--- src/rtl/tdm_pkg.sv ---
package tdm_pkg;
  // Number of channels sharing the multiplier; fixed by the frame structure.
  localparam int TDM_LANES = 3;
  localparam int SLOT_W    = $clog2(TDM_LANES);

  // Strobes passed from the control sequencer to the datapath.
  typedef struct packed {
    logic                   capture;   // latch all operands this cycle
    logic [SLOT_W-1:0]      muxSel;    // channel feeding the multiplier
    logic [TDM_LANES-2:0]   laneLoad;  // park product of channel i
    logic                   commit;    // last product out: publish all
  } tdmCtrl_t;
endpackage

--- src/rtl/tdm_pipe_mult.sv ---
module tdm_pipe_mult #(
  parameter int DATA_W = 16,
  parameter int STAGES = 2
) (
  input  logic                       clk,
  input  logic                       rst,
  input  logic signed [DATA_W-1:0]   opA,
  input  logic signed [DATA_W-1:0]   opB,
  output logic signed [2*DATA_W-1:0] product
);
  localparam int PROD_W = 2 * DATA_W;

  logic signed [PROD_W-1:0] pipe [STAGES];

  always_ff @(posedge clk) begin
    if (rst) pipe[0] <= '0;
    else     pipe[0] <= opA * opB;
  end

  for (genvar k = 1; k < STAGES; k++) begin : g_stage
    always_ff @(posedge clk) begin
      if (rst) pipe[k] <= '0;
      else     pipe[k] <= pipe[k-1];
    end
  end

  assign product = pipe[STAGES-1];
endmodule

--- src/rtl/tdm_ctrl.sv ---
module tdm_ctrl
  import tdm_pkg::*;
#(
  parameter int MUL_STAGES = 2
) (
  input  logic     clk,
  input  logic     rst,
  input  logic     frameStrobe,
  output tdmCtrl_t ctrl
);
  localparam logic [SLOT_W-1:0] LAST_SLOT = SLOT_W'(TDM_LANES - 1);

  logic              slotActive;
  logic [SLOT_W-1:0] slotCnt;
  logic              tagValid [MUL_STAGES];
  logic [SLOT_W-1:0] tagSlot  [MUL_STAGES];
  logic              tailValid;
  logic [SLOT_W-1:0] tailSlot;

  // Slot sequencer: restarts at channel 0 on every strobe.
  always_ff @(posedge clk) begin
    if (rst) begin
      slotActive <= 1'b0;
      slotCnt    <= '0;
    end else if (frameStrobe) begin
      slotActive <= 1'b1;
      slotCnt    <= '0;
    end else if (slotActive) begin
      if (slotCnt == LAST_SLOT) slotActive <= 1'b0;
      else                      slotCnt    <= slotCnt + 1'b1;
    end
  end

  // Tag pipeline tracks which channel each multiplier stage carries.
  always_ff @(posedge clk) begin
    if (rst) begin
      tagValid[0] <= 1'b0;
      tagSlot[0]  <= '0;
    end else begin
      tagValid[0] <= slotActive;
      tagSlot[0]  <= slotCnt;
    end
  end

  for (genvar k = 1; k < MUL_STAGES; k++) begin : g_tag
    always_ff @(posedge clk) begin
      if (rst) begin
        tagValid[k] <= 1'b0;
        tagSlot[k]  <= '0;
      end else begin
        tagValid[k] <= tagValid[k-1];
        tagSlot[k]  <= tagSlot[k-1];
      end
    end
  end

  assign tailValid = tagValid[MUL_STAGES-1];
  assign tailSlot  = tagSlot[MUL_STAGES-1];

  always_comb begin
    ctrl         = '0;
    ctrl.capture = frameStrobe;
    ctrl.muxSel  = slotCnt;
    for (int i = 0; i < TDM_LANES - 1; i++)
      ctrl.laneLoad[i] = tailValid && (tailSlot == SLOT_W'(i));
    ctrl.commit  = tailValid && (tailSlot == LAST_SLOT);
  end
endmodule

--- src/rtl/tdm_datapath.sv ---
module tdm_datapath
  import tdm_pkg::*;
#(
  parameter int DATA_W     = 16,
  parameter int MUL_STAGES = 2
) (
  input  logic                              clk,
  input  logic                              rst,
  input  tdmCtrl_t                          ctrl,
  input  logic [TDM_LANES*DATA_W-1:0]       sampleBus,
  input  logic [TDM_LANES*DATA_W-1:0]       coefBus,
  output logic [TDM_LANES*2*DATA_W-1:0]     productBus,
  output logic                              outValid
);
  localparam int PROD_W = 2 * DATA_W;

  logic signed [DATA_W-1:0] holdSample [TDM_LANES];
  logic signed [DATA_W-1:0] holdCoef   [TDM_LANES];
  logic signed [DATA_W-1:0] opA, opB;
  logic signed [PROD_W-1:0] mulOut;
  logic signed [PROD_W-1:0] laneStage  [TDM_LANES-1];
  logic signed [PROD_W-1:0] outReg     [TDM_LANES];

  // Input capture: operands held for the whole frame.
  for (genvar i = 0; i < TDM_LANES; i++) begin : g_hold
    always_ff @(posedge clk) begin
      if (rst) begin
        holdSample[i] <= '0;
        holdCoef[i]   <= '0;
      end else if (ctrl.capture) begin
        holdSample[i] <= sampleBus[i*DATA_W +: DATA_W];
        holdCoef[i]   <= coefBus[i*DATA_W +: DATA_W];
      end
    end
  end

  // Time-division multiplexer in front of the shared multiplier.
  always_comb begin
    opA = '0;
    opB = '0;
    for (int i = 0; i < TDM_LANES; i++) begin
      if (ctrl.muxSel == SLOT_W'(i)) begin
        opA = holdSample[i];
        opB = holdCoef[i];
      end
    end
  end

  tdm_pipe_mult #(
    .DATA_W (DATA_W),
    .STAGES (MUL_STAGES)
  ) u_mult (
    .clk     (clk),
    .rst     (rst),
    .opA     (opA),
    .opB     (opB),
    .product (mulOut)
  );

  // Demultiplexer: early channels wait in lane registers.
  for (genvar i = 0; i < TDM_LANES - 1; i++) begin : g_lane
    always_ff @(posedge clk) begin
      if (rst)                   laneStage[i] <= '0;
      else if (ctrl.laneLoad[i]) laneStage[i] <= mulOut;
    end
  end

  // Publish all channels together when the last product emerges.
  for (genvar i = 0; i < TDM_LANES; i++) begin : g_out
    always_ff @(posedge clk) begin
      if (rst) outReg[i] <= '0;
      else if (ctrl.commit) begin
        if (i == TDM_LANES - 1) outReg[i] <= mulOut;
        else                    outReg[i] <= laneStage[i];
      end
    end
    assign productBus[i*PROD_W +: PROD_W] = outReg[i];
  end

  always_ff @(posedge clk) begin
    if (rst) outValid <= 1'b0;
    else     outValid <= ctrl.commit;
  end
endmodule

--- src/rtl/tdm_mult_bank.sv ---
module tdm_mult_bank
  import tdm_pkg::*;
#(
  parameter int DATA_W     = 16,
  parameter int MUL_STAGES = 2
) (
  input  logic                          clk,
  input  logic                          rst,
  input  logic                          frameStrobe,
  input  logic [TDM_LANES*DATA_W-1:0]   sampleBus,
  input  logic [TDM_LANES*DATA_W-1:0]   coefBus,
  output logic [TDM_LANES*2*DATA_W-1:0] productBus,
  output logic                          outValid
);
  tdmCtrl_t ctrl;

  tdm_ctrl #(
    .MUL_STAGES (MUL_STAGES)
  ) u_ctrl (
    .clk         (clk),
    .rst         (rst),
    .frameStrobe (frameStrobe),
    .ctrl        (ctrl)
  );

  tdm_datapath #(
    .DATA_W     (DATA_W),
    .MUL_STAGES (MUL_STAGES)
  ) u_dp (
    .clk        (clk),
    .rst        (rst),
    .ctrl       (ctrl),
    .sampleBus  (sampleBus),
    .coefBus    (coefBus),
    .productBus (productBus),
    .outValid   (outValid)
  );
endmodule

--- config.mk ---
export PLATFORM = sky130hd
export DESIGN_NAME = tdm_mult_bank
export DESIGN_NICKNAME = d
export VERILOG_FILES = /design/src/rtl/tdm_pkg.sv /design/src/rtl/tdm_pipe_mult.sv /design/src/rtl/tdm_ctrl.sv /design/src/rtl/tdm_datapath.sv /design/src/rtl/tdm_mult_bank.sv
export SDC_FILE = /design/constraint.sdc
export NUM_CORES = 1
export LEC_CHECK = 0
export ABC_AREA = 1
export BUFFER_PORTS_ARGS = -buffer_cell sky130_fd_sc_hd__buf_2
export CORE_MARGIN = 4
export CORE_UTILIZATION = 65
export DETAILED_ROUTE_END_ITERATION = 8
export PLACE_DENSITY = 0.86
export SYNTH_ARGS = -nofsm -noshare
export SYNTH_HDL_FRONTEND = slang
export SYNTH_HIERARCHICAL = 1
export SYNTH_SLANG_ARGS = --single-unit
--- constraint.sdc ---
create_clock -name clk -period 16.6 [get_ports clk]
set_input_delay 1.66 -clock clk [delete_from_list [all_inputs] [get_ports clk]]
set_output_delay 1.66 -clock clk [all_outputs]
set_load 0.05 [all_outputs]
After elaboration in Yosys (flattened, before gate mapping)

Memories as Yosys holds them, arrays and structs flattened.
Index checks and enable logic that the tools add are counted.

Register bits: 4
Memory bits (writable): 326
Bits of input ports: 99
Word-level logic and storage cells: 82
Memories kept: 7

Memory list:

| memory           | words | bits a word | rd ports | clocked after Yosys merged registers in | wr ports | RTL line            | RTL |
|---|---|---|---|---|---|---|---|
| u_dp.outReg      | 3     | 32          | 3        | 0                                       | 3        | tdm_datapath.sv:22  | `logic signed [PROD_W-1:0] outReg [TDM_LANES];` |
| u_dp.laneStage   | 2     | 32          | 2        | 0                                       | 2        | tdm_datapath.sv:21  | `logic signed [PROD_W-1:0] laneStage [TDM_LANES-1];` |
| u_dp.u_mult.pipe | 2     | 32          | 2        | 0                                       | 2        | tdm_pipe_mult.sv:13 | `logic signed [PROD_W-1:0] pipe [STAGES];` |
| u_dp.holdCoef    | 3     | 16          | 3        | 0                                       | 3        | tdm_datapath.sv:18  | `logic signed [DATA_W-1:0] holdCoef [TDM_LANES];` |
| u_dp.holdSample  | 3     | 16          | 3        | 0                                       | 3        | tdm_datapath.sv:17  | `logic signed [DATA_W-1:0] holdSample [TDM_LANES];` |
| u_ctrl.tagSlot   | 2     | 2           | 2        | 0                                       | 2        | tdm_ctrl.sv:16      | `logic [SLOT_W-1:0] tagSlot [MUL_STAGES];` |
| 1 more memories  | n/a   | n/a         | n/a      | n/a                                     | n/a      | n/a                 |  |

$add $sub $neg: 1
Multiply operators: 1
Equal/unequal tests: 4
Mux-type cells: 41
Bitwise operators: 18
Reductions and logical operators: 7

Operator list:

| cell                                           | number |
|---|---|
| 2-to-1 mux 32 bit                              | 7 |
| 2-to-1 mux 16 bit                              | 12 |
| multiplier 16 x 16 -> 32 bit                   | 1 |
| 2-to-1 mux 1 bit                               | 20 |
| bitwise OR 1 bit                               | 17 |
| == test 2 x 1 -> 1 bit (second input constant) | 2 |
| == test 2 bit (second input constant)          | 2 |
| logical NOT 2 bit                              | 2 |
| 2-to-1 mux 2 bit                               | 2 |
| logical AND 1 bit                              | 3 |
| adder 2 x 1 -> 2 bit (second input constant)   | 1 |
| AND reduction 2 bit                            | 1 |
| OR reduction 2 bit                             | 1 |
| NOT 1 bit                                      | 1 |

Longest topological paths before layout

Depth after elaboration: 6
Mapped depth: 31
Gate-level depth less buffers: 28

Cells and area by module

The synthesis kept the hierarchy.

Modules (own cells, without submodules):

| module        | instances | cells each | area each (µm²) | seq. area each (µm²) |
|---|---|---|---|---|
| tdm_pipe_mult | 1         | 1,643      | 12,540.8        | 1,281.2 |
| tdm_datapath  | 1         | 889        | 10,347.4        | 7,707.4 |
| tdm_ctrl      | 1         | 41         | 342.8           | 180.2 |

Least setup slack after synthesis

No wires, ideal clock.

Kind: reg-to-reg
From: register u_ctrl.slotCnt[1]
To: memory u_dp/u_mult/pipe[0][29] in the netlist's numbering
Library setup time: 111 ps
Arrival time: 5,863 ps
Required time: 16,489 ps
Path slack: 10,627 ps
Stages on the path, launching flop included: 27
Clock period less this slack: 5,973 ps
Cell sequence: dfxtp_1 -> buf_2 -> nor2_4 -> buf_2 -> nand2_1 -> nand3_1 -> clkbuf_1 -> clkbuf_1 -> nand2_1 -> fa_1 -> inv_1 -> fa_1 -> inv_1 -> fa_1 -> fa_1 -> fa_1 -> fa_1 -> inv_1 -> ha_1 -> nand2_1 -> nor2_1 -> nand2_1 -> nor3_2 -> nand2_1 -> nand3_1 -> and2_1 -> nor2_1

RTL lines:

| element                | RTL line            | RTL |
|---|---|---|
| start, declared        | tdm_ctrl.sv:14      | `logic [SLOT_W-1:0] slotCnt;` |
| start signal, assigned | tdm_ctrl.sv:30      | `else slotCnt <= slotCnt + 1'b1;` |
| end, declared          | tdm_pipe_mult.sv:13 |  |

==> results.yml <==
power:
  comb_power_share_pct: 62.4
  ir_drop_uv: 138
  p_int_uw: 2350
  p_per_area_mw_per_mm2: 180
  p_leak_uw: 0.0133
  seq_power_share_pct: 22.1
  p_clk_share_pct: 15.5
  swShare_pct: 48.5
  p_sw_uw: 2210
detailed_routing:
  drc_errors: 0
  wirelength_mm: 52.5
  via_per_inst: 5.29
  wl_per_cell_um: 16.5
  vias: 16800
  ant_nets: 0
  drtPass1Iterations: 6
  drtIter0Drc: 1322
floorplan:
  ios: 196
  die_area_mm2: 0.0388
  dieHeight_um: 197
  initial_core_util_pct: 66.6
  rows: 68
  die_x_um: 197
  core_mm2: 0.0349
timing:
  skew_ns: 0.0282
  slew_headroom_pct: 17.9
  finalMaxSlewViolations: 0
  setup_viol: 0
  rsz0062_at_grt: "no"
  period_minus_slack_ns: 7.60
  hold_viol: 0
  fmax_mhz: 131
  finalCritPeriodShare_pct: 45.8
  tightest_slew_ns: 1.23
  fin_tns_setup_ns: 0
place:
  dpl.hpwl_mm: 38.6
  dp.cells: 3120
  gp_congestion: 0.912
  port_buffers: 195
cts:
  cts-htree-levels: 2
  clk_latency_ns: 0.53
  cts_tree: "done"
  post_cts_buffers: 0
  root_buffer: "clkbuf_16"
  cts_buffer_depth: 3
  clkTransAtPathRegs_ns: 0.06
  cts_sinks: 330
  cts-resized-gates: 0
  cts-hold-fix-buffers: 0
  numCtsBuffers: 34
logic_synthesis:
  syn_inst: 2573
  synth_fp_nets: 3017
  synthTopCellsByCount: "714 x inv_1, 452 x nand2_1, 370 x nor2_1, 262 x fa_1, 256 x edfxtp_1"
  synth_area_per_cell_um2: 9.03
  async_flop_share_pct: 0
  ys.flop_type: "edfxtp_1"
  synth.most_common_cell: "inv_1"
  yosysTopAreaCell: "edfxtp_1"
  synth_cell_type_count: 35
  synth.top_cell.area_share_pct: 33.1
  synth_seq_cells: 330
  yosysSeqAreaShare_pct: 39.5
  yosys-top-cells-area: "edfxtp_1 33%, fa_1 23%, inv_1 12%"
  syn-cell-area_mm2: 0.0232
  synth_enable_flop_cells: 256
  ys.warnings.count: 6
cells_and_area:
  final_nets: 3145
  instances_no_fill: 3182
  area_growth_pct: 9.04
  n_antenna_cell: 0
  layout-drive-gt1-share_pct: 11.2
worst_setup_path:
  arrival_ns: 8.03
  crit_path_end_kind: "register"
  worstPathMaxFanout: 37
  required_ns: 17.02
  critPathKind: "reg2reg"
  startpoint_type: "register"
global_route:
  first_global_vias: 17700
  grt_pass1_wl_mm: 85.4
  grt_max_degree: 98
  use_met1_pct: 33.5
  top_usage_layer: "met2"
  antenna_found_initial: 0
  use_met2_pct: 49.1
  globalRouteTotalUtil_pct: 27.3
  gr-total-overflow: 0
  met3_usage_pct: 4.25
status:
  outcome: "finished clean"
run:
  drv_cap: 0
hold_path:
  min_path_type: "reg2reg"
-- flip-flops by register name, indices dropped and copies added (netlist names) --
name               cells
u_dp/holdSample       48
u_ctrl/slotCnt         2
u_ctrl/tagSlot         4
u_ctrl/slotActive      1
u_dp/outReg           96
u_ctrl/tagValid        2
u_dp/laneStage        64
u_dp/outValid          1
u_dp/holdCoef         48
u_dp/u_mult/pipe      64
-- per-stage QoR --
step / util, % / worst slack [ns] / hold slack (ns) / area [µm²] / power [µW]
final: 72.6 / 9.00 / 0.398 / 25300 / 4570
after global routing: 72.6 / 8.55 / 0.409 / 25300 / 5010
after CTS: 72.6 / 9.09 / 0.401 / 25300 / 4560
after detailed placement: 69.6 / 9.11 / 0.392 / 24300 / 3840
after global placement: 69.6 / 9.40 / 0.389 / 24300 / 3760
after floorplan: - / 10.63 / 0.388 / 23200 / 3150
-- routing by layer --
layer | wire length, µm | vias up | part of all wire [%]
met4 | 1960 | 0 | 3.7
met5 | 0 | - | 0
li1 | - | 7744 | -
met2 | 26900 | 872 | 51
met3 | 4110 | 175 | 7.8
met1 | 19600 | 8042 | 37
-- power by group through the flow --
stage               Clock, µW  Combinational [µW]  Sequential [µW]
floorplan                   0                2110             1040
global placement            0                2740             1020
detailed placement          0                2820             1020
CTS                       716                2840             1010
global route              753                3250             1010
finish                    708                2850             1010
-- final cells by class --
type / instances / area [µm²]
Tap cell: 455 / 569
Clock buffer: 42 / 922
Inverter: 721 / 2710
Sequential cell: 330 / 9170
Clock inverter: 20 / 120
Multi-Input combinational cell: 1412 / 10800
Fill cell: 2392 / 9550
Timing Repair Buffer: 202 / 1030
-- worst max-delay path, cell delays in order, from the launching register on --
cell	delay, ns
dfxtp_1	0.30
buf_4	0.38
inv_1	0.59
nand3_1	0.27
nand3_1	0.53
nand2_1	0.36
inv_1	0.14
fa_1	0.66
fa_1	0.85
fa_1	0.52
fa_1	0.50
fa_1	0.49
inv_1	0.05
fa_1	0.47
inv_1	0.04
ha_1	0.37
nand2_1	0.10
nor2_1	0.27
nand2_1	0.15
nor3_2	0.12
nand2_1	0.09
nand3_1	0.08
and2_1	0.11
nor2_1	0.04
-- kinds of logic (layout without fill, tap and decap cells) --
| group | after synthesis | after routing | synth area share, % |
|---|---|---|---|
| fa+ha+maj | 345 | 345 | 27.0 |
| compound gates | 65 | 65 | 1.63 |
| simple gates | 998 | 998 | 17.7 |
| flops | 330 | 330 | 39.5 |
| xor+xnor | 4 | 4 | 0.151 |
| buf+inv | 831 | 985 | 14.0 |
-- path summary, 6_finish.rpt --
path                            cells past startpoint  slack [ns]                               from                                 end
worst max-delay path                               23        9.00     u_ctrl/slotCnt[0]$_SDFFE_PP0P_  u_dp/u_mult/pipe[0][29]$_SDFF_PP0_
worst min-delay path                                2        0.40  u_dp/u_mult/pipe[0][4]$_SDFF_PP0_   u_dp/u_mult/pipe[1][4]$_SDFF_PP0_
worst max register to register                     23        9.00     u_ctrl/slotCnt[0]$_SDFFE_PP0P_  u_dp/u_mult/pipe[0][29]$_SDFF_PP0_
worst min register to register                      2        0.40  u_dp/u_mult/pipe[0][4]$_SDFF_PP0_   u_dp/u_mult/pipe[1][4]$_SDFF_PP0_
-- layout by cell type (no fill, tap or decap), drive strengths merged --
master    instances
xor2              1
edfxtp          256
buf             202
fa              262
clkinvlp          2
o21ai            10
xnor2             3
clkbuf           42
ha               83
nand3b            2
clkinv           18
nor2            384
o21a              9
dfxtp            74
nand2           465
a31oi             1
and2              3
nand4             6
a21oi            38
o21bai            7
nor3              7
nor3b             1
nand3           123
or2               7
inv             721
No activity file was read; power rests on OpenSTA's default activity.
